## src/rtl/intr_req_pkg.sv

```systemverilog
package intr_req_pkg;
  localparam int IRQ_LEVELS = 3;
  localparam int EVT_LEVELS = 2;
  localparam int REG_W      = 2 * IRQ_LEVELS + EVT_LEVELS;
  localparam int EVT_LSB    = 0;
  localparam int REQ_LSB    = EVT_LSB + EVT_LEVELS;
  localparam int GIE_BIT    = REQ_LSB + IRQ_LEVELS;
  localparam int EN_LSB     = GIE_BIT + 1;
  localparam int LVL_W      = $clog2(IRQ_LEVELS + 1);
  localparam logic [LVL_W-1:0] LVL_NONE = LVL_W'(IRQ_LEVELS);

  typedef struct packed {
    logic             wrLoad;
    logic [REG_W-1:0] wrValue;
    logic [REG_W-1:0] setMask;
  } regStrobes_t;
endpackage

```

## src/rtl/intr_req_ctrl.sv

```systemverilog
module intr_req_ctrl
  import intr_req_pkg::*;
(
  input  logic                  wrEn,
  input  logic [REG_W-1:0]      wrData,
  input  logic [IRQ_LEVELS-1:0] irqClassReq,
  input  logic [EVT_LEVELS-1:0] evtClassReq,
  input  logic [REG_W-1:0]      regValue,
  output regStrobes_t           strobes,
  output logic                  irqPending,
  output logic [LVL_W-1:0]      irqLevel,
  output logic                  evtPending
);
  logic [REG_W-1:0]      setMask;
  logic [IRQ_LEVELS-1:0] levelEnabled;
  logic [IRQ_LEVELS-1:0] levelArmed;

  // Class order is the reverse of level order for both request kinds.
  always_comb begin
    setMask = '0;
    for (int c = 0; c < IRQ_LEVELS; c++)
      setMask[REQ_LSB + (IRQ_LEVELS - 1 - c)] = irqClassReq[c];
    for (int c = 0; c < EVT_LEVELS; c++)
      setMask[EVT_LSB + (EVT_LEVELS - 1 - c)] = evtClassReq[c];
  end

  assign strobes.wrLoad  = wrEn;
  assign strobes.wrValue = wrData;
  assign strobes.setMask = setMask;

  genvar k;
  generate
    for (k = 0; k < IRQ_LEVELS; k++) begin : g_level
      if (k == 0) begin : g_top
        assign levelEnabled[k] = regValue[GIE_BIT];
      end else begin : g_gated
        assign levelEnabled[k] = regValue[GIE_BIT] & regValue[EN_LSB + k - 1];
      end
      assign levelArmed[k] = levelEnabled[k] & regValue[REQ_LSB + k];
    end
  endgenerate

  always_comb begin
    irqLevel = LVL_NONE;
    for (int l = IRQ_LEVELS - 1; l >= 0; l--)
      if (levelArmed[l]) irqLevel = LVL_W'(l);
  end

  assign irqPending = |levelArmed;
  assign evtPending = |regValue[EVT_LSB +: EVT_LEVELS];
endmodule

```

## src/rtl/intr_req_datapath.sv

```systemverilog
module intr_req_datapath
  import intr_req_pkg::*;
(
  input  logic             clk,
  input  logic             rst,
  input  regStrobes_t      strobes,
  output logic [REG_W-1:0] regValue
);
  logic [REG_W-1:0] regQ;
  logic [REG_W-1:0] regNext;

  // A strobe is ORed in after the write so that no request is lost.
  always_comb begin
    regNext = strobes.wrLoad ? strobes.wrValue : regQ;
    regNext = regNext | strobes.setMask;
  end

  always_ff @(posedge clk) begin
    if (rst) regQ <= '0;
    else     regQ <= regNext;
  end

  assign regValue = regQ;
endmodule

```

## src/rtl/intr_req_status.sv

```systemverilog
module intr_req_status
  import intr_req_pkg::*;
(
  input  logic                  clk,
  input  logic                  rst,
  input  logic                  wrEn,
  input  logic [REG_W-1:0]      wrData,
  input  logic [IRQ_LEVELS-1:0] irqClassReq,
  input  logic [EVT_LEVELS-1:0] evtClassReq,
  output logic [REG_W-1:0]      regValue,
  output logic                  irqPending,
  output logic [LVL_W-1:0]      irqLevel,
  output logic                  evtPending
);
  regStrobes_t      strobes;
  logic [REG_W-1:0] regQ;

  intr_req_ctrl u_ctrl (
    .wrEn       (wrEn),
    .wrData     (wrData),
    .irqClassReq(irqClassReq),
    .evtClassReq(evtClassReq),
    .regValue   (regQ),
    .strobes    (strobes),
    .irqPending (irqPending),
    .irqLevel   (irqLevel),
    .evtPending (evtPending)
  );

  intr_req_datapath u_dp (
    .clk     (clk),
    .rst     (rst),
    .strobes (strobes),
    .regValue(regQ)
  );

  assign regValue = regQ;
endmodule

```

## config.mk

```make
export PLATFORM = sky130hd
export DESIGN_NAME = intr_req_status
export DESIGN_NICKNAME = d
export VERILOG_FILES = /design/src/rtl/intr_req_pkg.sv /design/src/rtl/intr_req_ctrl.sv /design/src/rtl/intr_req_datapath.sv /design/src/rtl/intr_req_status.sv
export SDC_FILE = /design/constraint.sdc
export NUM_CORES = 1
export LEC_CHECK = 0
export ABC_AREA = 0
export ABC_CLOCK_PERIOD_IN_PS = 1050
export CAP_MARGIN = 20
export CORE_AREA = 2 2 39 41
export DETAILED_ROUTE_END_ITERATION = 6
export DIE_AREA = 0 0 41 43
export GPL_ROUTABILITY_DRIVEN = 0
export PLACE_DENSITY_LB_ADDON = 0.08
export SLEW_MARGIN = 15
export SYNTH_ARGS = -nofsm -noshare
export SYNTH_HDL_FRONTEND = slang
export SYNTH_SLANG_ARGS = --single-unit
```

## constraint.sdc

```tcl
create_clock -name clk -period 1.05 [get_ports clk]
set_clock_uncertainty 0.1 [all_clocks]
set_input_delay 0.315 -clock clk [delete_from_list [all_inputs] [get_ports clk]]
set_output_delay 0.315 -clock clk [all_outputs]
set_load 0.03 [all_outputs]
```

# After elaboration in Yosys (flattened, before gate mapping)
# Index checks and enable logic that the tools add are counted.
# W data, S select, Z words.
# classes
n_mux	4
n_bitwise	6
reduce_logical	2
# op_table
operator	count
$mux W8	1
$or A8 B5 Y8	1
$and A1 B1 Y1	5
$mux W2	2
$reduce_or A3 Y1	1
$reduce_or A2 Y1	1
$mux W1	1
# totals
regBits	8
inputBits	16
out_inout_bits	12

# Longest topological paths before layout
# Gate-level depths: netlist (run 1).
# logic_depth
word_depth	5
depth_mapped	4
ltp_nobuf	3

# By module
# Synthesis (run 1) repeated with hierarchy kept, for this count alone.
# unflattened
hier_cells	59
hier_area_um2	499.2
# by_module_without_submodules
module	n_inst	cells_each	area_per_inst_um2
intr_req_datapath	1	34	325.3
intr_req_ctrl	1	25	173.9

# Least setup slack after synthesis (run 1)
# No wires, ideal clock.
# synth_path
path_type	register -> output
start	register u_dp.regQ[3], in the netlist u_dp.regValue[3]
end	output port irqPending
t_arrival_ns	1.374
path_slack_ns	-0.739
stages_incl_launch_ff	3
cell_sequence	dfxtp_1 a21oi_1 a21boi_0
# synth_via
elab_chain_cells	2
# synth_lines
item	line_no	source
start, declared	intr_req_datapath.sv:9	logic [REG_W-1:0] regQ;
start signal, assigned	intr_req_datapath.sv:20	else regQ <= regNext;
$and A1 B1 Y1	intr_req_ctrl.sv:39	assign levelArmed[k] = levelEnabled[k] & regValue[REQ_LSB + k];
$reduce_or A3 Y1	intr_req_ctrl.sv:49	assign irqPending = |levelArmed;
end, declared	intr_req_status.sv:11	output logic irqPending,
# No other way between the ends.

# Worst setup path in the final report (run 1)
# layout_path
start	register u_dp.regQ[6], in the netlist u_dp.regValue[6]
end	output port irqLevel[1]
# layout_via
elab_chain_cells	4
# layout_lines
item	line_no	source
$and A1 B1 Y1	intr_req_ctrl.sv:37	assign levelEnabled[k] = regValue[GIE_BIT] & regValue[EN_LSB + k - 1];
$and A1 B1 Y1	intr_req_ctrl.sv:39	
$mux W2 (2 in a row)	intr_req_ctrl.sv:46	if (levelArmed[l]) irqLevel = LVL_W'(l);
end, declared	intr_req_status.sv:12	output logic [LVL_W-1:0] irqLevel,
# No other way between the ends.

==> qor.csv, run 1 <==
stage;metric;value;unit
outcome;status;finished, violations left;
outcome;failing checks;negative setup slack;
setup_path;Reg2Reg Setup Slack;0.04;ns
drt;top sig layer;met4;
drt;WL final;1040;um
timing;Slew Limit Fails;0;
logic_synthesis;Post-Syn Area;358;um2
cts;CTS HTree Levels;1;
drt;detailed-route via count;416;
drt;post-DR vias/cell;4.33;
timing;RSZ-0062 raised after global routing;true;
finish;max reg flops;8;
cts;Sink Count;8;
logic_synthesis;Synth cell types;15;
finish;most common cell after layout, fill and taps aside;buf_6;
drt;wire per inst;10.8;um
drt;DR WL met3;79;um
finish;Layout Nets;97;
logic_synthesis;sequential cell area fraction in the yosys report;44.8;%
placement;pre-CTS WS;-0.497;ns
logic_synthesis;post-synthesis cell count;38;
setup_path;CP max stage delay;0.36;ns
finish;share of layout cells above drive strength 1;60.0;%
drt;DR WL met2;507;um
timing;final worst-path cycle share;141;%
timing;worst setup margin;-0.435;ns
cts;Clock Latency Late Sink;0.26;ns
cts;CTS Root Cell;clkbuf_4;
die;num ports;28;
timing;Hold Fails Final Rpt;0;
global_routing;global-route wire length before repair;1620;um
global_routing;total global routing track utilization;14.1;%
global_routing;initial antenna violation count;0;
drt;starting DRC count in detailed routing;2;
die;CORE AREA;1380;um2
logic_synthesis;Ys Warns;0;
pwr;Tot Pwr;0.942;mW
setup_path;largest fanout on the critical path;3;
pwr;Max VDD drop;0.622;mV
setup_path;Top delay family on crit path;flip-flops;
drt;DRC viols;0;
setup_path;Buffers & Inverters on Critical Path;1;
logic_synthesis;synthesized area per cell;9.42;um2
finish;# fillers;114;
die;Initial Util;25.9;%
pwr;cell leakage power;0.383;nW
run;Max-Cap Viols;0;
timing;final worst path period need;1.49;ns
cts;Max Root-Sink Buffers;2;
timing;Worst-Margin Slew;0.178;ns
finish;ant diodes;0;
timing;# setup viols final;12;
timing;Final TNS setup;-3.16;ns
timing;Hold Slack;0.504;ns
logic_synthesis;Syn Nets;54;
cts;CTS tree;built;
cts;CTS Hold Bufs;0;
timing;fmax;673;MHz
pwr;PD cells;1050;nW/um2
finish;synth-to-layout area growth;152;%
timing;max_slew headroom;88.1;%
finish;most frequent cells in the layout;buf_6, clkdlybuf4s50_1, nor2_1;
die;die area;1760;um2
cts;CTS clk-pin slew, worst paths;0.06;ns
worst_hold_path;Worst Hold Class;input pin to flip-flop;
die;Die W;41;um
die;Die Ht;43;um
setup_path;startpoint types;flip-flop;
global_routing;largest net degree at the start of global routing;8;
setup_path;Worst Path Required;0.63;ns
die;Row Count;14;
setup_path;Crit-path slowest cell;dfxtp_4;
placement;post-DP HPWL;777;um
logic_synthesis;FF+latch count, synth;8;
drt;DRT Pass-1 Iters;4;
placement;I/O Buffers;27;
drt;wl on met1;430;um
cts;TritonCTS Buffers;3;
drt;number of routed nets with antenna violations;0;
setup_path;critical-path cell list;a21oi_4 -> nand2b_4 -> buf_6;
global_routing;vias in the first global route;400;
global_routing;global route overflow;0;
setup_path;Crit path arrival time;1.07;ns
setup_path;Worst Setup End Kind;output port;
setup_path;Crit Path Category;flip-flop to output port;
stage by stage:
| step | instances | instance area, um2 | util, % |
|---|---|---|---|
| floorplan | 38 | 448 | - |
| global route | 96 | 901 | 65.1 |
| detailed placement | 91 | 786 | 56.8 |
| global placement | 91 | 786 | 56.8 |
| finish | 96 | 901 | 65.1 |
| CTS | 95 | 880 | 63.6 |
routing by layer:
metal | track usage [%] | vias up
li1 | - | 214
met1 | 16.9 | 181
met2 | 20.9 | 19
met3 | 4.71 | 2
met4 | 8.00 | 0
met5 | 0 | -
synthesized netlist by cell type (all sizes together):
cell type  count  share of area (%)
dfxtp          8                 45
a211oi         5                 13
a21oi          2                2.8
nor2           8                8.4
or2            1                1.7
nand2b         1                1.7
mux2i          3                8.4
nor2b          5                 10
o21ai          1                1.4
nand2          1                1.0
buf            2                4.2
a21boi         1                2.1
kinds of logic (layout without fill, tap and decap cells):
kind of cell / count (synthesis) / count (layout) / share of synthesized area [%]
and+or+nand+nor: 16 / 16 / 23.1
buffers and inverters: 2 / 44 / 4.19
muxes: 3 / 3 / 8.39
AOI/OAI and AO/OA: 9 / 9 / 19.6
DFF: 8 / 8 / 44.8
timing repair:
item,in CTS,in global routing
buffers inserted,0,3
resized for setup,26,5
pin swaps,5,2
setup endpoints to repair,20,14
worst paths after layout:
check | from | end | cells past startpoint
worst min-delay path | wrEn | u_dp.regValue[4] | 4
worst min register to register | u_dp.regValue[7] | u_dp.regValue[7] | 3
worst max register to register | u_dp.regValue[2] | u_dp.regValue[2] | 4
worst max-delay path | u_dp.regValue[6] | irqLevel[1] | 3
final cells by class:
| cell class | count | area (um2) | share of cell area (%) |
|---|---|---|---|
| clock buffer | 4 | 26.3 | 2.92 |
| tap | 16 | 20.0 | 2.22 |
| multi-input combinational | 28 | 255 | 28.3 |
| timing repair buffer | 40 | 412 | 45.7 |
| sequential | 8 | 188 | 20.8 |
worst min-delay path, cell delays in order:
cell and delay [ns]:
dlygate4sd2_1 0.22, buf_6 0.15, a211oi_2 0.07, nor2_1 0.07
power by group:
group	internal (mW)	switching, mW
logic	0.195	0.135
registers	0.322	0.0293
clock network	0.146	0.115
Power figures use the tool's default switching activity.
==> run 2: changes to the inputs <==
ABC_AREA = 1   (was 0)
ABC_CLOCK_PERIOD_IN_PS = 1500   (was 1050)
CORE_AREA = 4 4 41 43   (was 2 2 39 41)
DIE_AREA = 0 0 45 47   (was 0 0 41 43)
clock period = 1.5 ns   (was 1.05 ns; I/O delays follow)
==> run 2 against run 1 <==
  * The run still ends with negative setup slack left
  * Sequential cell count unchanged
  * Combinational power shrank 37%
  * Setup slack improved by 0.38 ns
  * Power fell by 34%
  * Sequential power fell by 31%
  * Count of clock-buffer cells in the layout is 1 lower
  * Via count up 12%
  * Hold slack got worse by 0.080 ns
  * Sequential share of layout area grew 0.42 points
  * Synthesized cell count up 61%
  * Wire length grew 6.7%
  * Critical path type unchanged
  * Critical endpoint is now irqLevel[0]
  * Highest routed layer unchanged
==> qor.csv, run 2 <==
stage;metric;value;unit
timing;RSZ-0062 raised after global routing;true;
timing;Worst-Margin Slew;0.150;ns
finish;most common cell after layout, fill and taps aside;clkdlybuf4s50_1;
setup_path;Reg2Reg Setup Slack;0.60;ns
setup_path;r2r startpoint;u_dp.regValue[5];
finish;# fillers;136;
finish;synth-to-layout area growth;84.4;%
pwr;sequential share of power;39.3;%
global_routing;largest net degree at the start of global routing;10;
pwr;PD cells;772;nW/um2
setup_path;reg2reg path depth;3;
die;Initial Util;33.4;%
finish;max reg flops;8;
timing;Hold Fails Final Rpt;0;
drt;wire per inst;10.1;um
timing;# setup viols final;2;
cts;Clock Latency Late Sink;0.25;ns
setup_path;Worst Setup End Kind;output port;
drt;DRT Pass-1 Iters;2;
global_routing;vias in the first global route;421;
die;Die Ht;47;um
run;Max-Cap Viols;0;
timing;final worst path period need;1.56;ns
cts;CTS clk-pin slew, worst paths;0.06;ns
pwr;P_sw;0.192;mW
global_routing;global route overflow;0;
logic_synthesis;Area contributors post-synth;dfxtp_1, nand2_1, nand3_2;
setup_path;startpoint types;flip-flop;
logic_synthesis;Syn Nets;77;
die;die area;2120;um2
worst_hold_path;Worst Hold Class;flip-flop to flip-flop;
global_routing;global-route wire length before repair;1830;um
logic_synthesis;area leader, netlist;dfxtp_1;
pwr;Max VDD drop;0.587;mV
logic_synthesis;post-synthesis cell count;61;
timing;max_slew headroom;89.9;%
finish;Layout Nets;113;
drt;WL final;1110;um
cts;Max Root-Sink Buffers;2;
pwr;Int Power;0.426;mW
worst_hold_path;Hold Path End;u_dp.regValue[7];
setup_path;Crit-path slowest cell;dfxtp_4;
setup_path;largest fanout on the critical path;4;
cts;CTS Root Cell;clkbuf_4;
die;Row Count;13;
pwr;Clk pwr share;27.2;%
die;CORE AREA;1300;um2
timing;worst setup margin;-0.0565;ns
finish;most frequent cells in the layout;clkdlybuf4s50_1, nand2_1, buf_4;
setup_path;Crit Path Category;flip-flop to output port;
worst_hold_path;Min-Delay Startpoint;u_dp.regValue[7];
drt;number of routed nets with antenna violations;0;
timing;fmax;642;MHz
logic_synthesis;cell with the most instances after synthesis;nand2_1;
die;num ports;28;
logic_synthesis;Async SR Flop Fraction;0;%
setup_path;CP max stage delay;0.36;ns
logic_synthesis;Post-synth top cells;nand2_1, inv_1, dfxtp_1;
drt;detailed-route via count;464;
timing;Slew Limit Fails;0;
outcome;status;finished, violations left;
logic_synthesis;Ys Warns;0;
global_routing;total global routing track utilization;12.4;%
placement;I/O Buffers;27;
setup_path;Crit path arrival time;1.01;ns
pwr;cell leakage power;0.413;nW
placement;post-DP HPWL;862;um
logic_synthesis;prevailing post-synth register cell;dfxtp_1;
worst_hold_path;Hold Path Depth;2;
outcome;failing checks;negative setup slack;
logic_synthesis;synthesized area per cell;7.12;um2
finish;share of layout cells above drive strength 1;47.4;%
logic_synthesis;Post-Syn Area;434;um2
cts;CTS tree;built;
timing;Final TNS setup;-0.105;ns
drt;starting DRC count in detailed routing;4;
cts;CTS HTree Levels;1;
global_routing;initial antenna violation count;0;
drt;DRC viols;0;
logic_synthesis;sequential cell area fraction in the yosys report;36.9;%
cts;TritonCTS Buffers;3;
setup_path;critical-path cell list;nand2_2 -> nor2_4 -> a21boi_2 -> buf_6;
logic_synthesis;FF+latch count, synth;8;
setup_path;reg-to-reg endpoint;u_dp.regValue[5];
cts;CTS Hold Bufs;0;
timing;Hold Slack;0.423;ns
logic_synthesis;Synth cell types;14;
pwr;Tot Pwr;0.618;mW
die;Die W;45;um
drt;post-DR vias/cell;4.22;
logic_synthesis;EDFF count, synth;0;
timing;final worst-path cycle share;104;%
placement;pre-CTS WS;-0.138;ns
logic_synthesis;top-area cell type share of the netlist area;36.9;%
pwr;combinational power share;33.6;%
pwr;sw frac;31.1;%
cts;Sink Count;8;
setup_path;Worst Path Required;0.95;ns
finish;ant diodes;0;
[run 2: cell types whose count changed in the layout (fill, tap and decap cells not counted), moves of 7 or more]
cell     previous run  this run
nand2_1             0        12
buf_6              20         4
buf_4               5        12
inv_1               0        11
nand2_2             0         7
[run 2: timing repair]
action / in CTS / in global routing
resized for setup: 15 / 1
buffers inserted: 2 / 0
gates cloned: 0 / 0
setup endpoints to repair: 4 / 4
pin swaps: 4 / 2
[run 2: layout make-up]
type	instances	area (um2)	share of cell area, %
sequential	8	170	21.2
multi-input combinational	37	215	26.9
inverter	15	68.8	8.59
timing repair buffer	32	305	38.1
tap	15	18.8	2.34
clock buffer	3	22.5	2.81
[run 2: worst max path at each step]
| stage | from | end | slack (ns) | depth (start not counted) |
|---|---|---|---|---|
| after global routing | u_dp.regValue[5] | irqPending | -0.12 | 5 |
| after CTS | u_dp.regValue[5] | irqLevel[0] | -0.08 | 4 |
| after floorplan | u_dp.regValue[5] | irqLevel[0] | 0.05 | 2 |
| after detailed placement | u_dp.regValue[1] | evtPending | -0.14 | 2 |
| after global placement | u_dp.regValue[1] | evtPending | -0.14 | 2 |
| final | u_dp.regValue[5] | irqLevel[0] | -0.06 | 4 |
[run 2: metal layers]
metal  wire, um  up-vias  track usage [%]
met5          0        -                0
met4         27        0             8.77
met3         78        4             3.83
met2        529       15             19.5
met1        475      194             14.4
li1           -      251                -
[run 2: power groups by stage]
stage                     Sequential, mW  Combinational, mW  Clock, mW
final                              0.243              0.208      0.168
after floorplan                    0.279             0.0695          0
after global placement             0.248              0.195          0
after CTS                          0.243              0.208      0.173
after detailed placement           0.248              0.196          0
after global routing               0.245              0.224      0.184
[run 2: critical path: cells and delay by family, from the launching register on]
kind	cells	cell delay, ns
flops	1	0.36
simple gates	2	0.12
buf+inv	1	0.14
compound gates	1	0.13
[run 2: cells by family (layout without fill, tap and decap cells)]
logic type	Yosys count	in the layout	synth area share, %
buf+inv	16	50	18.4
simple gates	33	33	39.5
flops	8	8	36.9
compound gates	4	4	5.19
[run 2: per-stage QoR]
stage	util (%)	std cells	instance area (um2)
final	61.5	110	801
after global routing	61.5	110	801
after CTS	61.3	110	797
after detailed placement	56.3	105	733
after global placement	56.3	105	733
after floorplan	-	61	448
